**config.mk**
```make
export PLATFORM = sky130hd
export DESIGN_NAME = sc_gpio_ctrl
export DESIGN_NICKNAME = d
export VERILOG_FILES = /design/src/rtl/sc_gpio_pkg.sv /design/src/rtl/sc_gpio_field.sv /design/src/rtl/sc_gpio_setclr.sv /design/src/rtl/sc_gpio_insample.sv /design/src/rtl/sc_gpio_ctrl.sv
export SDC_FILE = /design/constraint.sdc
export NUM_CORES = 1
export LEC_CHECK = 0
export ABC_AREA = 1
export BUFFER_PORTS_ARGS = -buffer_cell sky130_fd_sc_hd__buf_4
export CAP_MARGIN = 5
export CORE_ASPECT_RATIO = 0.6
export CORE_MARGIN = 2
export CORE_UTILIZATION = 37
export DETAILED_ROUTE_END_ITERATION = 10
export GPL_TIMING_DRIVEN = 0
export HOLD_SLACK_MARGIN = 0.1
export PLACE_DENSITY = 0.74
export SYNTH_ARGS = -nofsm -noshare
export SYNTH_HDL_FRONTEND = slang
export SYNTH_SLANG_ARGS = --single-unit
```
**constraint.sdc**
```tcl
create_clock -name clk -period 0.8 [get_ports clk]
set_input_delay 0.04 -clock clk [delete_from_list [all_inputs] [get_ports clk]]
set_output_delay 0.04 -clock clk [all_outputs]
set_load 0.01 [all_outputs]
```
**src/rtl/sc_gpio_pkg.sv**
```systemverilog
package sc_gpio_pkg;
  localparam int GPIO_N   = 4;
  localparam int REG_W    = 32;
  localparam int BE_W     = REG_W / 8;
  // field positions inside the register word
  localparam int DCLR_LSB = 8;
  localparam int DSET_LSB = 12;
  localparam int ECLR_LSB = 16;
  localparam int ESET_LSB = 20;
  localparam int RSV_LSB  = 24;
  localparam int PIN_LSB  = 28;
  // byte lanes that carry the strobe fields
  localparam int DATA_BYTE = DCLR_LSB / 8;
  localparam int OE_BYTE   = ECLR_LSB / 8;

  typedef struct packed {
    logic [GPIO_N-1:0] set;
    logic [GPIO_N-1:0] clr;
  } strobe_pair_t;
endpackage

```
**src/rtl/sc_gpio_field.sv**
```systemverilog
module sc_gpio_field #(
  parameter int W = 4
) (
  input  logic         clk,
  input  logic         rst_n,
  input  logic         load,
  input  logic [W-1:0] din,
  output logic [W-1:0] q
);
  logic [W-1:0] q_nx;

  always_comb begin
    q_nx = q;
    if (load) q_nx = din;
  end

  always_ff @(posedge clk or negedge rst_n) begin
    if (!rst_n)    q <= '0;
    else if (load) q <= q_nx;
  end
endmodule

```
**src/rtl/sc_gpio_setclr.sv**
```systemverilog
module sc_gpio_setclr #(
  parameter int N = 4
) (
  input  logic         clk,
  input  logic         rst_n,
  input  logic         act,
  input  logic [N-1:0] set,
  input  logic [N-1:0] clr,
  output logic [N-1:0] state
);
  for (genvar i = 0; i < N; i++) begin : g_bit
    logic st_q, st_nx, st_en;

    // clear wins over set on the same bit
    always_comb begin
      st_en = act && (set[i] || clr[i]);
      st_nx = st_q;
      if (clr[i])      st_nx = 1'b0;
      else if (set[i]) st_nx = 1'b1;
    end

    always_ff @(posedge clk or negedge rst_n) begin
      if (!rst_n)     st_q <= 1'b0;
      else if (st_en) st_q <= st_nx;
    end

    assign state[i] = st_q;
  end
endmodule

```
**src/rtl/sc_gpio_insample.sv**
```systemverilog
module sc_gpio_insample #(
  parameter int N = 4
) (
  input  logic         clk,
  input  logic         rst_n,
  input  logic [N-1:0] lvl,
  output logic [N-1:0] lvl_q
);
  logic [N-1:0] lvl_nx;

  always_comb lvl_nx = lvl;

  always_ff @(posedge clk or negedge rst_n) begin
    if (!rst_n) lvl_q <= '0;
    else        lvl_q <= lvl_nx;
  end
endmodule

```
**src/rtl/sc_gpio_ctrl.sv**
```systemverilog
module sc_gpio_ctrl
  import sc_gpio_pkg::*;
#(
  parameter int N = GPIO_N
) (
  input  logic             clk,
  input  logic             rst_n,
  input  logic             wr_en,
  input  logic [BE_W-1:0]  wr_be,
  input  logic [REG_W-1:0] wr_data,
  output logic [REG_W-1:0] rd_data,
  output logic [N-1:0]     pin_out,
  output logic [N-1:0]     pin_oe,
  input  logic [N-1:0]     pin_in
);
  logic         data_wr, oe_wr;
  strobe_pair_t data_wv, oe_wv;
  strobe_pair_t data_rb, oe_rb;
  logic [N-1:0] data_q, oe_q, in_q;
  logic         unused_lanes;

  assign data_wr = wr_en && wr_be[DATA_BYTE];
  assign oe_wr   = wr_en && wr_be[OE_BYTE];

  assign data_wv.clr = wr_data[DCLR_LSB +: N];
  assign data_wv.set = wr_data[DSET_LSB +: N];
  assign oe_wv.clr   = wr_data[ECLR_LSB +: N];
  assign oe_wv.set   = wr_data[ESET_LSB +: N];

  assign unused_lanes = ^{wr_data[7:0], wr_data[REG_W-1:RSV_LSB],
                          wr_be[0], wr_be[BE_W-1]};

  // last-written strobe values for readback
  sc_gpio_field #(.W(N)) u_dclr (.clk(clk), .rst_n(rst_n), .load(data_wr),
                                 .din(data_wv.clr), .q(data_rb.clr));
  sc_gpio_field #(.W(N)) u_dset (.clk(clk), .rst_n(rst_n), .load(data_wr),
                                 .din(data_wv.set), .q(data_rb.set));
  sc_gpio_field #(.W(N)) u_eclr (.clk(clk), .rst_n(rst_n), .load(oe_wr),
                                 .din(oe_wv.clr), .q(oe_rb.clr));
  sc_gpio_field #(.W(N)) u_eset (.clk(clk), .rst_n(rst_n), .load(oe_wr),
                                 .din(oe_wv.set), .q(oe_rb.set));

  // held pin state
  sc_gpio_setclr #(.N(N)) u_data (.clk(clk), .rst_n(rst_n), .act(data_wr),
                                  .set(data_wv.set), .clr(data_wv.clr),
                                  .state(data_q));
  sc_gpio_setclr #(.N(N)) u_oe   (.clk(clk), .rst_n(rst_n), .act(oe_wr),
                                  .set(oe_wv.set), .clr(oe_wv.clr),
                                  .state(oe_q));

  sc_gpio_insample #(.N(N)) u_in (.clk(clk), .rst_n(rst_n), .lvl(pin_in),
                                  .lvl_q(in_q));

  always_comb begin
    rd_data                  = '0;
    rd_data[DCLR_LSB +: N]   = data_rb.clr;
    rd_data[DSET_LSB +: N]   = data_rb.set;
    rd_data[ECLR_LSB +: N]   = oe_rb.clr;
    rd_data[ESET_LSB +: N]   = oe_rb.set;
    rd_data[PIN_LSB  +: N]   = in_q;
  end

  assign pin_oe  = oe_q;
  assign pin_out = data_q & oe_q;
endmodule

```
==> results.ini, run 1 <==
[outcome]
status = finished, violations left
violations = negative setup slack

[drt]
avgRoutedWirePerCell_um = 11.9
wirelength_mm = 3.21
viasPerCell = 4.24
drtIter0Drc = 81
drc_errors = 0
num_vias = 1141
firstDrtPassIters = 4
ant_nets = 0

[cts]
insertion_delay_ns = 0.26
cts_root_buf = clkbuf_8
cts_tree = done
path_clk_slew_ns = 0.10
numCtsBuffers = 3
holdBufCountCts = 22
cts_sinks = 28
h-tree-depth = 1
ctsLongestPathBuffers = 2

[worst_setup_path]
reg2reg_depth = 3
critPathLaunchType = register
crit_type = register to output port
startpoint = u_oe.g_bit[1].st_q
critPathCapture = pin_oe[1]
rr_endpoint = u_oe.g_bit[1].st_q
r2r_slack_ns = 0.04
critPathMaxFanout = 3
crit_path_end_kind = output port
required_ns = 0.76
crit_arrival_ns = 0.94
worst_r2r_startpoint = u_oe.g_bit[1].st_q

[power_and_ir_drop]
leakagePower_nw = 1.19
p_int_mw = 2.98
power_density_nw_per_um2 = 1840
peakVddDrop_uv = 1110
totalPowerFinal_mw = 4.01
power_frac_comb = 0.297
clkPwrFrac = 0.274
p_switching_mw = 1.03
netSwitchingFraction = 0.257
pwr-share-seq = 0.430

[sta]
setup_ws_ns = -0.181
period_share = 1.23
period_minus_slack_ns = 0.981
rsz0062_at_grt = true
fin_tns_setup_ns = -2.00
hold_viol = 0
setup_viol = 28
drv_slew = 0
fmax_ghz = 1.02
skew_ns = 0

[global_route]
grt_pass1_wl_mm = 5.32
antenna_found_initial = 0
overflow = 0
grt_max_degree = 29
grt_pass1_vias = 1179
track_usage = 0.179

[floorplanning]
dieArea_um2 = 3850
core_area_um2 = 3220
rows = 16
die_width_um = 78.8
fp.dieH_um = 48.9
pin_count = 83
initial_core_util = 0.385

[synthesis]
synth_warnings = 0
syn_area_per_cell_um2 = 9.55
ys_seq_area_frac = 0.565
synthSimpleGateAreaFrac = 0.159
synth_compound_area_frac = 0.0887
synth_top_family_by_area = buffers and inverters
synthCells = 130
synthDistinctLibCells = 11
syn-cell-area_um2 = 1240
ys_ff_latch = 28
synth_fa_ha_area_frac = 0
synthMuxAreaShare = 0
synth_xor_area_frac = 0

[finish]
nets = 268
antenna_cells = 0
layout-drive-gt1-share = 0.424
synthToLayoutAreaGrowth_pct = 75.0
layout.cells.non_filler = 269

[job]
cap_violations = 0

[placed_design]
dp_hpwl_mm = 2.06
io_buffer_count = 51
place.gp.congestion = 0.739
placed_cells = 237

[hold_path]
hp-class = input pin to register

==> worst max-delay path, stage by stage (launching register included) <==
cell and delay (ns):
dfrtp_1 0.41, buf_4 0.14, buf_6 0.11
==> power by group through the flow <==
stage / Combinational, mW / Sequential, mW / Clock (mW)
after floorplan: 0.397 / 1.76 / 0
after global placement: 0.883 / 1.72 / 0
after detailed placement: 0.896 / 1.72 / 0
after CTS: 1.15 / 1.72 / 1.12
after global routing: 1.29 / 1.74 / 1.21
final: 1.19 / 1.72 / 1.10
==> layer usage <==
layer / share of wire / GRT usage / wire (um)
met2: 0.48 / 0.302 / 1540
met4: 0.022 / 0.0702 / 70
met3: 0.064 / 0.0481 / 206
met1: 0.43 / 0.218 / 1400
met5: 0 / 0 / 0
==> worst min-delay path by stage <==
| stage | startpoint | to | slack, ns | depth (start not counted) |
|---|---|---|---|---|
| 4_1_cts | wr_en | u_dset.q[2] | 0.08 | 3 |
| 6_report | wr_en | u_eset.q[2] | 0.08 | 3 |
| 5_1_grt | wr_en | u_dset.q[1] | 0.09 | 3 |
| 3_3_place_gp | rst_n | u_eclr.q[2] | -0.02 | 1 |
| 2_1_floorplan | rst_n | u_data.g_bit[0].st_q | -0.26 | 0 |
| 3_5_place_dp | rst_n | u_eclr.q[2] | -0.02 | 1 |
==> what timing repair did <==
action | CTS | global route
buffers inserted | 4 | 3
pin swaps | 3 | 3
setup endpoints to repair | 28 | 32
endpoints found under the hold margin | 56 | 5
resized for setup | 32 | 3
==> state kept, by name (all words and copies together), names as in the netlist <==
name,flops
u_data.g_bit.st_q,4
u_dclr.q,4
u_dset.q,4
u_eclr.q,4
u_eset.q,4
u_in.lvl_q,4
u_oe.g_bit.st_q,4
==> cell type report <==
class	count	area, um2
Multi-Input combinational cell	74	353
Tap cell	45	56.3
Buffer	19	165
Timing Repair Buffer	79	751
Inverter	20	75.1
Clock inverter	1	30.0
Sequential cell	28	701
Fill cell	265	1050
Clock buffer	3	41.3
==> metrics by stage <==
| step | cell area [um2] | hold WS, ns | utilization | setup slack, ns |
|---|---|---|---|---|
| 4_1_cts | 2160 | 0.0782 | 0.670 | -0.179 |
| 2_1_floorplan | 1280 | -0.256 | - | 0.163 |
| 5_1_grt | 2170 | 0.0920 | 0.674 | -0.229 |
| 3_5_place_dp | 1720 | -0.0242 | 0.534 | 0.111 |
| 6_report | 2170 | 0.0827 | 0.674 | -0.181 |
| 3_3_place_gp | 1720 | -0.0248 | 0.534 | 0.113 |
==> cell usage in the layout (no fill, tap or decap) <==
master / Yosys / layout
o21ai_2: 8 / 8
a21oi_1: 8 / 8
bufinv_16: 0 / 1
nand2_1: 28 / 28
dlygate4sd3_1: 0 / 21
nand3_1: 8 / 8
nand2_4: 2 / 2
inv_1: 20 / 16
dfrtp_1: 28 / 28
buf_4: 16 / 43
nor2_1: 8 / 8
conb_1: 1 / 12
inv_2: 0 / 4
clkbuf_8: 0 / 3
buf_6: 3 / 34
==> Yosys cell counts <==
master,instances,share of area
conb_1,1,0.0030
o21ai_2,8,0.056
dfrtp_1,28,0.56
nand2_4,2,0.018
buf_6,3,0.027
nand3_1,8,0.032
nand2_1,28,0.085
a21oi_1,8,0.032
buf_4,16,0.097
nor2_1,8,0.024
inv_1,20,0.060
==> logic make-up (layout without fill, tap and decap cells) <==
| logic type | after synthesis | after routing |
|---|---|---|
| AND/OR/NAND/NOR | 46 | 46 |
| flip-flops | 28 | 28 |
| AO/OA/AOI/OAI | 16 | 16 |
| other | 1 | 12 |
| buffers and inverters | 39 | 122 |
No activity file was read; power rests on OpenSTA's default activity.
==> inputs of run 2 (changes only) <==
- GPL_TIMING_DRIVEN: 0 -> not set
- SKIP_CTS_REPAIR_TIMING: not set -> 1
==> run 2 against run 1 <==
Against the previous run: the flow still finishes with violations (negative setup slack); non-clock buffer count is 15 lower; via count is 7.4% lower; final area is 7.1% lower; routed wire length is 9.6% lower; sequential power hardly changed; hold slack better by 0.0050 ns; count of clock-buffer cells in the layout is 1 higher; cell count is 5.6% lower; critical path type unchanged; critical endpoint is now pin_out[3].
==> results.ini, run 2 (synthesized netlist as in run 1, its figures left out) <==
[floorplanning]
rows = 16  ; unchanged
fp.dieH_um = 48.9  ; unchanged
initial_core_util = 0.385  ; unchanged
pin_count = 83  ; unchanged
die_width_um = 78.8  ; unchanged
core_area_um2 = 3220  ; unchanged
dieArea_um2 = 3850  ; unchanged

[placed_design]
placed_cells = 219  ; -7.6%
placed_area_um2 = 1580  ; -8.5%
io_buffer_count = 52  ; +2.0%
place.gp.congestion = 0.735  ; -0.60%
dp_hpwl_mm = 1.93  ; -6.6%
pre_cts_ws_ns = 0.127  ; +0.0162 ns

[power_and_ir_drop]
clkPwrFrac = 0.232  ; -0.042
peakVddDrop_uv = 794  ; -28%
netSwitchingFraction = 0.270  ; +0.0127
pwr-share-seq = 0.472  ; +0.042
p_int_mw = 2.66  ; -11%
leakagePower_nw = 1.10  ; -7.9%
power_density_nw_per_um2 = 1810  ; -2.1%
totalPowerFinal_mw = 3.64  ; -9.0%
p_switching_mw = 0.983  ; -4.5%
power_frac_comb = 0.295  ; -0.002

[sta]
setup_ws_ns = -0.158  ; +0.0228 ns
rsz0062_at_grt = true
setup_viol = 28  ; unchanged
period_minus_slack_ns = 0.958  ; -0.0228 ns
fmax_ghz = 1.04  ; +2.4%
hold_viol = 0  ; unchanged
period_share = 1.20  ; -0.0285
drv_slew = 0  ; unchanged
skew_ns = 0  ; unchanged

[cts]
h-tree-depth = 1  ; unchanged
ctsLongestPathBuffers = 2  ; unchanged
cts_sinks = 28  ; unchanged
cts_root_buf = clkbuf_8
path_clk_slew_ns = 0.09  ; about the same
insertion_delay_ns = 0.27  ; about the same
numCtsBuffers = 3  ; unchanged
cts_tree = done

[finish]
final_core_util = 0.626  ; -0.0477
layout-drive-gt1-share = 0.383  ; -0.0413
antenna_cells = 0  ; unchanged
synthToLayoutAreaGrowth_pct = 62.6
final_cell_mix = buf_4 (36), dfrtp_1 (28), nand2_1 (26), buf_6 (26), dlygate4sd3_1 (21)
final_area_um2 = 2020  ; -7.1%
layout.cells.non_filler = 254  ; -5.6%
nets = 253  ; -5.6%
layout_commonest_cell = buf_4

[drt]
num_vias = 1057  ; -7.4%
avgRoutedWirePerCell_um = 11.4  ; -4.2%
firstDrtPassIters = 4  ; unchanged
viasPerCell = 4.16  ; -1.9%
drc_errors = 0  ; unchanged
wirelength_mm = 2.90  ; -9.6%
ant_nets = 0  ; unchanged
drtIter0Drc = 61  ; -25%

[global_route]
grt_pass1_vias = 868  ; -26%
track_usage = 0.128  ; -0.0504
overflow = 0  ; unchanged
grt_max_degree = 29  ; unchanged
antenna_found_initial = 0  ; unchanged
grt_pass1_wl_mm = 3.81  ; -28%

[worst_setup_path]
critPathLaunchType = register
cp_slowest_stage_delay_ns = 0.41  ; about the same
crit_arrival_ns = 0.92  ; -0.02 ns
slowest_stage = dfrtp_1
crit_type = register to output port
crit_chain = nand2_1 -> inv_1 -> buf_6
required_ns = 0.76  ; about the same
critPathMaxFanout = 3  ; unchanged
crit_path_end_kind = output port

[outcome]
status = finished, violations left
violations = negative setup slack

[job]
cap_violations = 0  ; unchanged

[hold_path]
hp-class = input pin to register

-- run 2: cell types whose count changed in the layout (fill, tap and decap cells not counted), sizes merged --
| cell | delta |
|---|---|
| bufinv | -1 |
| clkbuf | +1 |
| buf | -15 |
-- run 2: worst max-delay path, delay by kind of cell (launching register included) --
family        cells  cell delay, ns
flops             1            0.41
buf+inv           2            0.15
simple gates      1            0.08
-- run 2: layout make-up --
cell class	count	area, um2
inverter	20	75.1
sequential	28	701
tap	45	56.3
fill	283	1200
timing repair buffer	83	773
clock buffer	4	55.1
multi-input combinational	74	358
-- run 2: final timing paths --
path | startpoint | end | slack (ns) | cells past startpoint
max | u_oe.g_bit[3].st_q | pin_out[3] | -0.16 | 3
min | wr_be[1] | u_dset.q[1] | 0.09 | 3
max reg2reg | u_dclr.q[2] | u_dclr.q[2] | 0.03 | 3
min reg2reg | u_eset.q[0] | u_eset.q[0] | 0.50 | 2
max in group asynchronous | rst_n | u_in.lvl_q[2] | 0.32 | 2
min in group asynchronous | rst_n | u_data.g_bit[1].st_q | 0.23 | 2
-- run 2: through the flow --
| step | hold WS (ns) | setup TNS [ns] |
|---|---|---|
| finish | 0.0878 | -1.50 |
| detailed placement | -0.0286 | 0 |
| floorplan | -0.256 | 0 |
| global placement | -0.0266 | 0 |
| global route | 0.0823 | -2.70 |
| CTS | -0.327 | -1.97 |
-- run 2: power by group through the flow --
| stage | clock (mW) | sequential [mW] | combinational (mW) |
|---|---|---|---|
| 6_report | 0.847 | 1.72 | 1.08 |
| 5_1_grt | 0.956 | 1.74 | 1.17 |
| 4_1_cts | 0.871 | 1.70 | 0.789 |
| 3_5_place_dp | 0 | 1.73 | 0.788 |
| 3_3_place_gp | 0 | 1.72 | 0.773 |
| 2_1_floorplan | 0 | 1.76 | 0.397 |
-- run 2: layer usage --
layer,track usage,vias to the layer above,part of all wire
met5,0,-,0
met4,0.0526,0,0.0048
met3,0.0407,3,0.058
met2,0.205,36,0.50
met1,0.162,489,0.44
li1,-,529,-
